===== config.mk =====
export PLATFORM = sky130hd
export DESIGN_NAME = cfg_serial_loader
export DESIGN_NICKNAME = d
export VERILOG_FILES = /design/src/rtl/cfg_serial_loader.sv
export SDC_FILE = /design/constraint.sdc
export NUM_CORES = 1
export LEC_CHECK = 0
export BUFFER_PORTS_ARGS = -buffer_cell sky130_fd_sc_hd__buf_2
export CORE_UTILIZATION = 34
export CTS_CLUSTER_DIAMETER = 60
export DETAILED_ROUTE_END_ITERATION = 10
export GPL_TIMING_DRIVEN = 0
export PLACE_DENSITY = 0.65
export SLEW_MARGIN = 20
export SYNTH_ARGS = -nofsm -noshare
export SYNTH_HDL_FRONTEND = slang
export SYNTH_SLANG_ARGS = --single-unit

===== constraint.sdc =====
create_clock -name clk -period 1.92 [get_ports clk]
set_input_delay 0.384 -clock clk [delete_from_list [all_inputs] [get_ports clk]]
set_output_delay 0.384 -clock clk [all_outputs]
set_load 0.005 [all_outputs]

===== src/rtl/cfg_serial_loader.sv =====
module cfg_serial_loader #(
  parameter int WORD_W   = 22,
  parameter int SYNC_N   = 2,
  parameter int PSEL_BIT = 20
) (
  input  logic              clk,
  input  logic              rst_n,
  input  logic              ser_clk,
  input  logic              ser_dat,
  input  logic              ser_le,
  output logic [WORD_W-1:0] ref_word,
  output logic [WORD_W-1:0] fb_word,
  output logic [WORD_W-1:0] fna_word,
  output logic [WORD_W-1:0] fnb_word,
  output logic [3:0]        upd_stb,
  output logic              prescale_sel
);
  localparam int NLAT = 4;

  logic [SYNC_N-1:0] sck_q, dat_q, le_q;
  logic              sck_d, le_d;
  logic [WORD_W-1:0] sr;
  logic [WORD_W-1:0] lat [NLAT];

  always_ff @(posedge clk or negedge rst_n) begin
    if (!rst_n) begin
      sck_q <= '0;
      dat_q <= '0;
      le_q  <= '0;
      sck_d <= 1'b0;
      le_d  <= 1'b0;
    end else begin
      sck_q <= {sck_q[SYNC_N-2:0], ser_clk};
      dat_q <= {dat_q[SYNC_N-2:0], ser_dat};
      le_q  <= {le_q[SYNC_N-2:0], ser_le};
      sck_d <= sck_q[SYNC_N-1];
      le_d  <= le_q[SYNC_N-1];
    end
  end

  wire le_hi   = le_q[SYNC_N-1];
  wire sck_rise = sck_q[SYNC_N-1] & ~sck_d;
  wire le_rise  = le_hi & ~le_d;

  always_ff @(posedge clk or negedge rst_n) begin
    if (!rst_n)                 sr <= '0;
    else if (sck_rise && !le_hi) sr <= {sr[WORD_W-2:0], dat_q[SYNC_N-1]};
  end

  for (genvar i = 0; i < NLAT; i++) begin : g_lat
    always_ff @(posedge clk or negedge rst_n) begin
      if (!rst_n)                          lat[i] <= '0;
      else if (le_rise && sr[1:0] == 2'(i)) lat[i] <= sr;
    end
  end

  always_ff @(posedge clk or negedge rst_n) begin
    if (!rst_n)       upd_stb <= '0;
    else if (le_rise) upd_stb <= 4'b0001 << sr[1:0];
    else              upd_stb <= '0;
  end

  assign ref_word     = lat[0];
  assign fb_word      = lat[1];
  assign fna_word     = lat[2];
  assign fnb_word     = lat[3];
  assign prescale_sel = lat[1][PSEL_BIT];
endmodule



==> metrics.cfg <==
[logic_synthesis]
post-synth-top-area-cell = dfrtp_1
yosys_warnings = 0
synth_cell_types = 15
synth_seq_cells = 122
synth_area_leaders = dfrtp_1, mux2_2, mux2_1
synth.avg_cell_area_um2 = 17.61
synth_edf_count = 0
yosysSeqAreaShare_pct = 69.06
synth_common_cells = dfrtp_1, mux2_2, mux2_1
syn_area_um2 = 4420
synth-main-ff-cell = dfrtp_1
postSynthCellCount = 251
yosysTopAreaCellShare_pct = 69.06
async_flop_share_pct = 100.0
synth.net_count = 256
yosysMostFrequentCell = dfrtp_1

[drt]
drc = 0
drt-total-wl_um = 8824
routedWlPerCell_um = 15.93
vias = 2461
ant_nets = 0
vias_per_cell = 4.442
drtIter0Drc = 78
dr.pass1.iters = 6

[sta]
slew_viol_final = 0
setup_viol = 0
timing.fmax_mhz = 593.3
hold_ws_ps = 80.46
final.setup_skew_ps = 8.994
worstMarginPinSlew_ps = 559.7
period_needed_ps = 1685
rsz0062_at_grt = no
setup-tns-final_ps = 0
slew_headroom_pct = 62.69
finalHoldViolCount = 0
period_share_pct = 87.78

[grt]
met2_usage_pct = 22.62
met3_usage_pct = 5.178
grt_pass1_vias = 2503
grt_pass1_wl_um = 14270
grt_busiest_layer = met2
met1_usage_pct = 18.89
antenna_found_initial = 0
grt_usage_pct = 14.78
grt_max_degree = 63
grt_overflow = 0

[cts]
clock_latency_ps = 410
cts_resized = 0
root_buffer = clkbuf_16
clk_pin_slew_worst_paths_ps = 50
clock_sinks = 122
cts_tree = yes
cts_buffers = 17
htree_levels = 4
clock_path_buffers = 2

[floorplan]
fp.dieH_um = 116.0
ios = 98
core-area_um2 = 12670
die_area_um2 = 13460
start_util_pct = 34.89
std_cell_rows = 41
die_w_um = 116.0

[cells_and_area]
diodes = 0
nets = 374
syn2layout_area_growth_pct = 29.47
drive_above_1_share_pct = 62.83
stdcell_area_um2 = 5723
multiInputGateArea_um2 = 1266
fin_util_pct = 45.17
regArea_um2 = 3053
nFillCells = 1167

[min_path]
holdCritPathClass = input pin to flip-flop

[critical_path]
critPathKind = flip-flop to flip-flop
worst_setup_path_end_kind = flip-flop
critPathBufInv = 1
required_ps = 2210
setup.worst_path.start_class = flip-flop
slowest_stage = nor4b_4
crit_family = simple AND/OR/NAND/NOR gates
worst-path-max-fanout = 10
path_cells = nor4b_4 > buf_4 > mux2_2
max_stage_delay_ps = 460
arrival_ps = 1980

[power_and_ir_drop]
power.net_switching_mw = 1.701
p_sw_share_pct = 24.50
p_leak_nw = 3.082
intPower_mw = 5.244
vdd_drop_max_uv = 604.5
comb_power_share_pct = 12.0
clock_power_share_pct = 42.3
p_seq_share_pct = 45.7
powerDensity_nw_per_um2 = 1214
total_power_mw = 6.945

[job]
drv_cap = 0

[place]
hpwlAfterDp_um = 5768
portBuffers = 97
place.gp.congestion = 0.6688
placed_area_um2 = 5155

[outcome]
outcome = complete, no violations

-- state kept, by name (all words and copies together) (netlist names), 2 cells and up --
register,flops
upd_stb,4
dat_q,2
sck_q,2
ref_word,22
fnb_word,22
fna_word,22
fb_word,22
sr,22
le_q,2
-- metal layers --
layer | up-vias | wire length [um]
li1 | 1116 | -
met1 | 1275 | 4035
met2 | 58 | 4329
met3 | 12 | 298
met4 | 0 | 161
met5 | - | 0
-- cell type report --
type                    instances  share of cell area [%]
flip-flops and latches        122                   53.35
multi-input cells             115                   22.12
repair buffers                 99                   9.248
clock buffers                  21                   8.045
well taps                     172                   3.760
clock inverters                11                   1.705
plain buffers                  13                   1.705
inverters                       1                 0.06559
-- logic make-up after synthesis --
kind of cell	synth area share, %
DFF	69.06
muxes	25.98
buffers and inverters	2.293
and+or+nand+nor	2.660
-- stage by stage --
stage                     setup WS, ps  cells
final                            234.5    554
after global routing             150.1    554
after CTS                        188.0    554
after detailed placement         190.4    521
after global placement          -950.6    520
after floorplan                  447.9    251
-- worst paths after layout --
path	startpoint	end	slack, ps	depth (start not counted)
min in group asynchronous	rst_n	ref_word[4]	500	2
worst min-delay path	ser_clk	sck_q[0]	80	1
max in group asynchronous	rst_n	fb_word[16]	720	3
worst max register to register	sr[0]	ref_word[11]	230	3
worst min register to register	le_q[0]	le_q[1]	350	0
worst max-delay path	sr[0]	ref_word[11]	230	3
-- power by group through the flow --
stage	clock network, mW	logic (mW)	registers [mW]
global route	3.15	0.922	3.23
global placement	0	0.817	3.19
floorplan	0	0.409	3.18
detailed placement	0	0.851	3.21
CTS	3.02	0.861	3.18
finish	2.94	0.833	3.17
-- cells in the final DEF, fill, tap and decap left out --
cell	count
nor4b_4	1
nor3b_2	1
buf_16	1
clkbuf_16	17
mux2_2	95
dlygate4sd3_1	1
dfrtp_1	122
or2_2	2
clkinv_4	2
nand2b_1	2
buf_6	5
nand4b_1	1
nor4bb_1	1
buf_2	102
buf_4	3
inv_1	1
clkbuf_8	2
mux2_1	7
clkbuf_1	2
clkinvlp_4	4
and4bb_1	1
bufinv_16	1
nor2b_1	4
clkinv_2	4
-- what timing repair did --
item | CTS | global route
endpoints found under the hold margin | 60 | 0
endpoints found under the setup margin | 0 | 0
hold buffers | 1 | 0
buffers inserted | 0 | 0
Power figures use the tool's default switching activity.
